<file path="src/rtl/blk_xfer_pkg.sv">
package blk_xfer_pkg;

  typedef enum logic [1:0] {
    ST_IDLE = 2'd0,
    ST_RD   = 2'd1,
    ST_WR   = 2'd2,
    ST_DONE = 2'd3
  } xfer_state_e;

  localparam logic [2:0] FLD_SIZE   = 3'd0;
  localparam logic [2:0] FLD_COUNT  = 3'd1;
  localparam logic [2:0] FLD_RELOAD = 3'd2;
  localparam logic [2:0] FLD_SRC    = 3'd3;
  localparam logic [2:0] FLD_DST    = 3'd4;
  localparam logic [2:0] FLD_CTRL   = 3'd5;

endpackage

</file>
<file path="src/rtl/blk_xfer_arb.sv">
module blk_xfer_arb #(
  parameter int NUM_CH = 24,
  parameter int CH_W   = $clog2(NUM_CH)
) (
  input  logic [NUM_CH-1:0] req,
  output logic              gnt_valid,
  output logic [CH_W-1:0]   gnt_idx
);

  // lowest channel number wins
  always_comb begin
    gnt_valid = |req;
    gnt_idx   = '0;
    for (int i = NUM_CH - 1; i >= 0; i--) begin
      if (req[i]) gnt_idx = CH_W'(i);
    end
  end

endmodule

</file>
<file path="src/rtl/blk_xfer_desc.sv">
module blk_xfer_desc
  import blk_xfer_pkg::*;
#(
  parameter int NUM_CH = 24,
  parameter int ADDR_W = 16,
  parameter int SIZE_W = 8,
  parameter int CNT_W  = 8,
  parameter int CH_W   = $clog2(NUM_CH)
) (
  input  logic              clk,
  input  logic              rst_n,
  input  logic              cfg_we,
  input  logic [CH_W-1:0]   cfg_ch,
  input  logic [2:0]        cfg_sel,
  input  logic [ADDR_W-1:0] cfg_wdata,
  input  logic              wb_en,
  input  logic [CH_W-1:0]   wb_ch,
  input  logic [ADDR_W-1:0] wb_src,
  input  logic [ADDR_W-1:0] wb_dst,
  input  logic [CNT_W-1:0]  wb_cnt,
  input  logic [CH_W-1:0]   rd_ch,
  output logic [SIZE_W-1:0] rd_size,
  output logic [CNT_W-1:0]  rd_cnt,
  output logic [ADDR_W-1:0] rd_src,
  output logic [ADDR_W-1:0] rd_dst,
  output logic              rd_src_inc,
  output logic              rd_dst_inc,
  output logic [NUM_CH-1:0] exh_vec,
  output logic [NUM_CH-1:0] exh_nxt
);

  logic [SIZE_W-1:0] size_a [NUM_CH];
  logic [CNT_W-1:0]  cnt_a  [NUM_CH];
  logic [ADDR_W-1:0] src_a  [NUM_CH];
  logic [ADDR_W-1:0] dst_a  [NUM_CH];
  logic [NUM_CH-1:0] sinc_v;
  logic [NUM_CH-1:0] dinc_v;

  for (genvar i = 0; i < NUM_CH; i++) begin : g_ch
    logic [SIZE_W-1:0] size_q, size_d;
    logic [CNT_W-1:0]  cnt_q,  cnt_d;
    logic [ADDR_W-1:0] src_q,  src_d;
    logic [ADDR_W-1:0] dst_q,  dst_d;
    logic              sinc_q, sinc_d;
    logic              dinc_q, dinc_d;
    logic              exh_q,  exh_d;
    logic              hit_cfg, hit_wb, ld_en;

    assign hit_cfg = cfg_we && (cfg_ch == CH_W'(i));
    assign hit_wb  = wb_en  && (wb_ch  == CH_W'(i));
    assign ld_en   = hit_cfg || hit_wb;

    always_comb begin
      size_d = size_q;
      cnt_d  = cnt_q;
      src_d  = src_q;
      dst_d  = dst_q;
      sinc_d = sinc_q;
      dinc_d = dinc_q;
      exh_d  = exh_q;
      if (hit_cfg) begin
        case (cfg_sel)
          FLD_SIZE:  size_d = cfg_wdata[SIZE_W-1:0];
          FLD_COUNT: begin
            cnt_d = cfg_wdata[CNT_W-1:0];
            exh_d = 1'b0;
          end
          FLD_SRC:   src_d = cfg_wdata;
          FLD_DST:   dst_d = cfg_wdata;
          FLD_CTRL:  begin
            sinc_d = cfg_wdata[0];
            dinc_d = cfg_wdata[1];
          end
          default: ; // reload field and unused codes are dropped
        endcase
      end
      if (hit_wb) begin
        src_d = wb_src;
        dst_d = wb_dst;
        cnt_d = wb_cnt;
        exh_d = (wb_cnt == '0);
      end
    end

    always_ff @(posedge clk or negedge rst_n) begin
      if (!rst_n) begin
        size_q <= '0;
        cnt_q  <= '0;
        src_q  <= '0;
        dst_q  <= '0;
        sinc_q <= 1'b0;
        dinc_q <= 1'b0;
        exh_q  <= 1'b1;
      end else if (ld_en) begin
        size_q <= size_d;
        cnt_q  <= cnt_d;
        src_q  <= src_d;
        dst_q  <= dst_d;
        sinc_q <= sinc_d;
        dinc_q <= dinc_d;
        exh_q  <= exh_d;
      end
    end

    assign size_a[i]  = size_q;
    assign cnt_a[i]   = cnt_q;
    assign src_a[i]   = src_q;
    assign dst_a[i]   = dst_q;
    assign sinc_v[i]  = sinc_q;
    assign dinc_v[i]  = dinc_q;
    assign exh_vec[i] = exh_q;
    assign exh_nxt[i] = exh_d;
  end

  assign rd_size    = size_a[rd_ch];
  assign rd_cnt     = cnt_a[rd_ch];
  assign rd_src     = src_a[rd_ch];
  assign rd_dst     = dst_a[rd_ch];
  assign rd_src_inc = sinc_v[rd_ch];
  assign rd_dst_inc = dinc_v[rd_ch];

endmodule

</file>
<file path="src/rtl/blk_xfer_engine.sv">
module blk_xfer_engine
  import blk_xfer_pkg::*;
#(
  parameter int ADDR_W = 16,
  parameter int SIZE_W = 8,
  parameter int CNT_W  = 8,
  parameter int CH_W   = 5
) (
  input  logic              clk,
  input  logic              rst_n,
  input  logic              start,
  input  logic [CH_W-1:0]   start_ch,
  input  logic [SIZE_W-1:0] d_size,
  input  logic [CNT_W-1:0]  d_cnt,
  input  logic [ADDR_W-1:0] d_src,
  input  logic [ADDR_W-1:0] d_dst,
  input  logic              d_src_inc,
  input  logic              d_dst_inc,
  output logic              idle,
  output logic              mem_rd,
  output logic              mem_wr,
  output logic [ADDR_W-1:0] mem_addr,
  output logic [7:0]        mem_wdata,
  input  logic [7:0]        mem_rdata,
  input  logic              mem_rdy,
  output logic              wb_en,
  output logic [CH_W-1:0]   wb_ch,
  output logic [ADDR_W-1:0] wb_src,
  output logic [ADDR_W-1:0] wb_dst,
  output logic [CNT_W-1:0]  wb_cnt
);

  localparam int LEFT_W = SIZE_W + 1;
  localparam logic [LEFT_W-1:0] FULL_BLK = LEFT_W'(1) << SIZE_W;

  xfer_state_e       state_q, state_d;
  logic [CH_W-1:0]   ch_q,   ch_d;
  logic [ADDR_W-1:0] src_q,  src_d;
  logic [ADDR_W-1:0] dst_q,  dst_d;
  logic [LEFT_W-1:0] left_q, left_d;
  logic [CNT_W-1:0]  cnt_q,  cnt_d;
  logic              sinc_q, sinc_d;
  logic              dinc_q, dinc_d;
  logic [7:0]        data_q, data_d;

  always_comb begin
    state_d = state_q;
    ch_d    = ch_q;
    src_d   = src_q;
    dst_d   = dst_q;
    left_d  = left_q;
    cnt_d   = cnt_q;
    sinc_d  = sinc_q;
    dinc_d  = dinc_q;
    data_d  = data_q;
    case (state_q)
      ST_IDLE: begin
        if (start) begin
          ch_d    = start_ch;
          src_d   = d_src;
          dst_d   = d_dst;
          left_d  = (d_size == '0) ? FULL_BLK : {1'b0, d_size};
          cnt_d   = d_cnt;
          sinc_d  = d_src_inc;
          dinc_d  = d_dst_inc;
          state_d = ST_RD;
        end
      end
      ST_RD: begin
        if (mem_rdy) begin
          data_d  = mem_rdata;
          state_d = ST_WR;
        end
      end
      ST_WR: begin
        if (mem_rdy) begin
          if (sinc_q) src_d = src_q + ADDR_W'(1);
          if (dinc_q) dst_d = dst_q + ADDR_W'(1);
          left_d  = left_q - LEFT_W'(1);
          state_d = (left_q == LEFT_W'(1)) ? ST_DONE : ST_RD;
        end
      end
      default: state_d = ST_IDLE;
    endcase
  end

  always_ff @(posedge clk or negedge rst_n) begin
    if (!rst_n) begin
      state_q <= ST_IDLE;
      ch_q    <= '0;
      src_q   <= '0;
      dst_q   <= '0;
      left_q  <= '0;
      cnt_q   <= '0;
      sinc_q  <= 1'b0;
      dinc_q  <= 1'b0;
      data_q  <= '0;
    end else begin
      state_q <= state_d;
      ch_q    <= ch_d;
      src_q   <= src_d;
      dst_q   <= dst_d;
      left_q  <= left_d;
      cnt_q   <= cnt_d;
      sinc_q  <= sinc_d;
      dinc_q  <= dinc_d;
      data_q  <= data_d;
    end
  end

  assign idle      = (state_q == ST_IDLE);
  assign mem_rd    = (state_q == ST_RD);
  assign mem_wr    = (state_q == ST_WR);
  assign mem_addr  = (state_q == ST_WR) ? dst_q : src_q;
  assign mem_wdata = data_q;
  assign wb_en     = (state_q == ST_DONE);
  assign wb_ch     = ch_q;
  assign wb_src    = src_q;
  assign wb_dst    = dst_q;
  assign wb_cnt    = cnt_q - CNT_W'(1);

endmodule

</file>
<file path="src/rtl/blk_xfer_ctrl.sv">
module blk_xfer_ctrl #(
  parameter int NUM_CH = 24,
  parameter int ADDR_W = 16,
  parameter int SIZE_W = 8,
  parameter int CNT_W  = 8
) (
  input  logic                       clk,
  input  logic                       rst_n,
  input  logic [NUM_CH-1:0]          act_req,
  input  logic                       cfg_we,
  input  logic [$clog2(NUM_CH)-1:0]  cfg_ch,
  input  logic [2:0]                 cfg_sel,
  input  logic [ADDR_W-1:0]          cfg_wdata,
  output logic                       mem_rd,
  output logic                       mem_wr,
  output logic [ADDR_W-1:0]          mem_addr,
  output logic [7:0]                 mem_wdata,
  input  logic [7:0]                 mem_rdata,
  input  logic                       mem_rdy,
  output logic [NUM_CH-1:0]          irq
);

  localparam int CH_W = $clog2(NUM_CH);

  logic [NUM_CH-1:0] pend_q, pend_d;
  logic [NUM_CH-1:0] exh_vec, exh_nxt, eligible, start_mask;
  logic              gnt_valid, eng_idle, start;
  logic [CH_W-1:0]   gnt_idx;
  logic [SIZE_W-1:0] d_size;
  logic [CNT_W-1:0]  d_cnt;
  logic [ADDR_W-1:0] d_src, d_dst;
  logic              d_src_inc, d_dst_inc;
  logic              wb_en;
  logic [CH_W-1:0]   wb_ch;
  logic [ADDR_W-1:0] wb_src, wb_dst;
  logic [CNT_W-1:0]  wb_cnt;

  assign eligible = pend_q & ~exh_vec;
  assign start    = eng_idle && gnt_valid;

  blk_xfer_arb #(.NUM_CH(NUM_CH), .CH_W(CH_W)) arb_i (
    .req       (eligible),
    .gnt_valid (gnt_valid),
    .gnt_idx   (gnt_idx)
  );

  blk_xfer_desc #(
    .NUM_CH(NUM_CH), .ADDR_W(ADDR_W), .SIZE_W(SIZE_W), .CNT_W(CNT_W), .CH_W(CH_W)
  ) desc_i (
    .clk        (clk),
    .rst_n      (rst_n),
    .cfg_we     (cfg_we),
    .cfg_ch     (cfg_ch),
    .cfg_sel    (cfg_sel),
    .cfg_wdata  (cfg_wdata),
    .wb_en      (wb_en),
    .wb_ch      (wb_ch),
    .wb_src     (wb_src),
    .wb_dst     (wb_dst),
    .wb_cnt     (wb_cnt),
    .rd_ch      (gnt_idx),
    .rd_size    (d_size),
    .rd_cnt     (d_cnt),
    .rd_src     (d_src),
    .rd_dst     (d_dst),
    .rd_src_inc (d_src_inc),
    .rd_dst_inc (d_dst_inc),
    .exh_vec    (exh_vec),
    .exh_nxt    (exh_nxt)
  );

  blk_xfer_engine #(
    .ADDR_W(ADDR_W), .SIZE_W(SIZE_W), .CNT_W(CNT_W), .CH_W(CH_W)
  ) eng_i (
    .clk       (clk),
    .rst_n     (rst_n),
    .start     (start),
    .start_ch  (gnt_idx),
    .d_size    (d_size),
    .d_cnt     (d_cnt),
    .d_src     (d_src),
    .d_dst     (d_dst),
    .d_src_inc (d_src_inc),
    .d_dst_inc (d_dst_inc),
    .idle      (eng_idle),
    .mem_rd    (mem_rd),
    .mem_wr    (mem_wr),
    .mem_addr  (mem_addr),
    .mem_wdata (mem_wdata),
    .mem_rdata (mem_rdata),
    .mem_rdy   (mem_rdy),
    .wb_en     (wb_en),
    .wb_ch     (wb_ch),
    .wb_src    (wb_src),
    .wb_dst    (wb_dst),
    .wb_cnt    (wb_cnt)
  );

  always_comb begin
    start_mask = '0;
    if (start) start_mask[gnt_idx] = 1'b1;
    irq = '0;
    if (wb_en && (wb_cnt == '0)) irq[wb_ch] = 1'b1;
  end

  // queue triggers; exhausted channels drop theirs
  assign pend_d = ((pend_q & ~start_mask) | act_req) & ~exh_nxt;

  always_ff @(posedge clk or negedge rst_n) begin
    if (!rst_n) pend_q <= '0;
    else        pend_q <= pend_d;
  end

endmodule

</file>
<file path="config.mk">
export PLATFORM = sky130hd
export DESIGN_NAME = blk_xfer_ctrl
export DESIGN_NICKNAME = d
export VERILOG_FILES = /design/src/rtl/blk_xfer_pkg.sv /design/src/rtl/blk_xfer_arb.sv /design/src/rtl/blk_xfer_desc.sv /design/src/rtl/blk_xfer_engine.sv /design/src/rtl/blk_xfer_ctrl.sv
export SDC_FILE = /design/constraint.sdc
export NUM_CORES = 2
export LEC_CHECK = 0
export ABC_AREA = 1
export BUFFER_PORTS_ARGS = -buffer_cell sky130_fd_sc_hd__buf_2
export CAP_MARGIN = 20
export CORE_MARGIN = 2
export CORE_UTILIZATION = 43
export CTS_CLUSTER_SIZE = 28
export DETAILED_ROUTE_END_ITERATION = 12
export MAX_ROUTING_LAYER = met4
export PLACE_DENSITY_LB_ADDON = 0.25
export SYNTH_ARGS = -nofsm -noshare
export SYNTH_HDL_FRONTEND = slang
export SYNTH_HIERARCHICAL = 1
export SYNTH_SLANG_ARGS = --single-unit
</file>
<file path="constraint.sdc">
create_clock -name clk -period 3.9 [get_ports clk]
set_input_delay 0.195 -clock clk [delete_from_list [all_inputs] [get_ports clk]]
set_output_delay 0.195 -clock clk [all_outputs]
set_load 0.02 [all_outputs]
</file>
==> run_results.csv <==
group,metric,value,unit
status,status,"finished with violations",
status,violations,"negative setup slack",
layout,finalNonFillerCells,13300,
clock_network,cts_made_buffers,153,
setup_path,worstPathRequired,4620,ps
grt,grt.overflow.total,0,
drt,avgRoutedWirePerCell,25.2,µm
drt,dr.pass1.iters,6,
timing,setup_violations,4,
synth,synth_area,0.0744,mm²
clock_network,clkLatencyLatePin,850,ps
timing,max_clock_freq,0.254,GHz
drt,routed_wirelength,334000,µm
synth,ys_ff_latch,1314,
min_path,worst_hold_path_type,"in2async",
timing,final_hold_viol_count,0,
synth,synth_largest_area_cell,"sky130_fd_sc_hd__dfrtp_1",
grt,globalRoute.busiestLayer,"met2",
clock_network,cts_max_level,4,
setup_path,critPathCaptureType,"register",
setup_path,critical_path.top_delay_family,"simple AND/OR/NAND/NOR gates",
setup_path,crit_buf_inv,5,
timing,rsz_0062_raised_after_global_routing,"yes",
clock_network,cts_root_buffer,"sky130_fd_sc_hd__clkbuf_16",
power,power_per_cell_area,515,mW/mm²
grt,use_met3,8.64,%
synth,ys_types,47,
floorplan,num_rows,152,
clock_network,clk_pin_slew_worst_paths,60,ps
timing,finalClockSkew,58.6,ps
grt,gr_usage_total,37.9,%
floorplan,io-pin-count,110,
placement,placedCellCount,12900,
synth,most_used_dff_post_synth,"sky130_fd_sc_hd__dfrtp_1",
floorplan,die_area,0.176,mm²
timing,timing.final.crit_share,101,%
floorplan,die_y,420,µm
grt,grt_max_degree,131,
timing,timing.final.ws_setup,-35.8,ps
grt,met1_usage,49.0,%
placement,placed_wire_length_estimate_after_detailed_placement,228000,µm
setup_path,crit_arrival,4660,ps
clock_network,cts_buffer_depth,3,
drt,post-route-drc-count,0,
floorplan,initial_utilization,43.3,%
synth,synthesis.area_per_instance,6.88,µm²
power,irDropWorstVdd,0.435,mV
flow_run,timing.max_cap.violations,0,
timing,maxSlewViolCount,0,
setup_path,critPathMostFrequentCell,"sky130_fd_sc_hd__nand2_1",
timing,setup-tns-final,-92.3,ps
layout,fraction_of_layout_instances_using_a_drive_strength_above_1,10.5,%
floorplan,fp.coreArea,0.172,mm²
synth,yosys.area.top_type_share,43.4,%
grt,grt_pass1_wl,480000,µm
clock_network,tritoncts_clock_tree,"done",
setup_path,slowest_stage,"sky130_fd_sc_hd__dfstp_2",
grt,globalRouteMet2Util,54.1,%
drt,routed-via-count,77100,
synth,synth-warning-count,6,
setup_path,criticalPathCategory,"reg2reg",
synth,synth.yosys.seq_area_share,44.2,%
setup_path,cp_max_fo,17,
drt,first_iter_violations,10400,
grt,number_of_global_route_vias_before_repair,72400,
synth,postSynthCellCount,10800,
synth,synthesis.nets,10900,
synth,most_frequent_cell_after_synthesis,"sky130_fd_sc_hd__nand2_1",
timing,worst-slew-pin-transition,1240,ps
drt,drt.antenna.violating_nets,0,
synth,synth_edf_count,0,
layout,area_overhead_of_the_layout_relative_to_synthesis,15.1,%
placement,numPortBuffers,109,
synth,synthArstFlopShare,100,%
synth,post_synth_most_frequent_cells,"4,159 x sky130_fd_sc_hd__nand2_1, 1,290 x sky130_fd_sc_hd__dfrtp_1, 1,249 x sky130_fd_sc_hd__inv_1, 1,124 x sky130_fd_sc_hd__nand3_1, 857 x sky130_fd_sc_hd__o21ai_0",
drt,route.detailed.vias_per_inst,5.82,
placement,globalplace.congestion,1.07,
clock_network,cts_num_sinks,1314,
timing,slew_headroom,17.0,%
synth,synth_area_leaders,"sky130_fd_sc_hd__dfrtp_1 43%, sky130_fd_sc_hd__nand2_1 21%, sky130_fd_sc_hd__nand3_1 7.6%",
setup_path,critical-path-max-stage-delay,550,ps
power,p_leak,43.0,nW
timing,period_minus_slack,3940,ps
grt,antenna_violations_before_repair,7,
setup_path,startpoint_type,"register",
floorplan,die_width,420,µm
layout,final_nets,10900,
## where the power goes
part	switching [mW]	leakage, nW	internal [mW]
combinational	8.94	26.1	3.13
clock	6.48	2.61	8.86
sequential	1.48	14.3	15.2
## timing repair
action | CTS | global route
endpoints found under the hold margin | 381 | 0
gates cloned | 1 | 26
hold buffers | 47 | 0
endpoints found under the setup margin | 16 | 51
pin swaps | 1 | 59
buffers inserted | 0 | 12
resized for setup | 12 | 206
## registers in the layout, indices dropped and copies added (netlist names)
name,flops
desc_i/g_ch.size_q,192
eng_i/wb_ch,5
eng_i/left_q,9
eng_i/state_q,2
eng_i/cnt_q,8
desc_i/g_ch.exh_q,24
eng_i/dinc_q,1
desc_i/g_ch.cnt_q,192
eng_i/sinc_q,1
eng_i/wb_dst,16
desc_i/g_ch.dst_q,384
pend_q,24
desc_i/g_ch.src_q,384
eng_i/wb_src,16
desc_i/g_ch.sinc_q,24
desc_i/g_ch.dinc_q,24
eng_i/mem_wdata,8
## stage by stage
stage               power (mW)  area [µm²]  setup WS, ps  hold WS (ps)  utilization [%]
floorplan                 22.4       74400           354          -101                -
global placement          27.8       78300          -160           260             45.6
detailed placement        27.9       78300         -51.6           256             45.6
CTS                       43.2       84200         -38.5          9.09             49.0
global route              45.5       85600          -223          39.6             49.9
finish                    44.1       85700         -35.8          26.1             49.9
## final timing paths
path	start	endpoint	slack, ps	cells past startpoint
worst max-delay path	desc_i/g_ch[22].exh_q	eng_i/wb_dst[2]	-40	37
worst min-delay path	rst_n	desc_i/g_ch[2].cnt_q[1]	30	2
worst max register to register	desc_i/g_ch[22].exh_q	eng_i/wb_dst[2]	-40	37
worst min register to register	desc_i/g_ch[22].src_q[11]	desc_i/g_ch[22].src_q[11]	480	2
max in group asynchronous	rst_n	desc_i/g_ch[15].dst_q[5]	2520	3
min in group clk	cfg_sel[2]	desc_i/g_ch[0].size_q[0]	30	6
## worst reg2reg max path: cells and delay by family, from the launching register on
kind / cells / cell delay (ps)
AND/OR/NAND/NOR: 29 / 2100
AO/OA/AOI/OAI: 3 / 400
buffers and inverters: 5 / 720
flip-flops: 1 / 550
## per-layer routing
metal	vias to the layer above	wire length [µm]
met5	-	0
met4	0	23000
met3	1107	39300
met2	4825	142000
met1	37200	130000
li1	34000	-
## cells by family after synthesis
family,share of synthesized area (%)
simple gates,32.5
buf+inv,11.0
compound gates,11.8
flops,44.2
mux,0.287
xor+xnor,0.106
fa+ha+maj,0.0841
## layout make-up
class                   count  area [µm²]
inverters                1302        4910
clock inverters            56         778
diodes                      8        20.0
repair buffers            585        5610
fillers                 17000       86100
well taps                2310        2890
multi-input cells        7455       34000
flip-flops and latches   1314       32900
clock buffers             225        4560
## cells in the final DEF (no fill, tap or decap), drive strengths merged, types with 19 or more instances in the layout
| master | n |
|---|---|
| nand3 | 1128 |
| dlygate4sd3 | 47 |
| clkbuf | 243 |
| a31oi | 21 |
| dfstp | 24 |
| dfrtp | 1290 |
| a22oi | 112 |
| o21ai | 898 |
| inv | 1293 |
| mux2 | 19 |
| buf | 519 |
| nor2 | 610 |
| nand2 | 4163 |
| a21oi | 90 |
| o211ai | 343 |
| clkinv | 48 |
No activity file was read; power rests on OpenSTA's default activity.
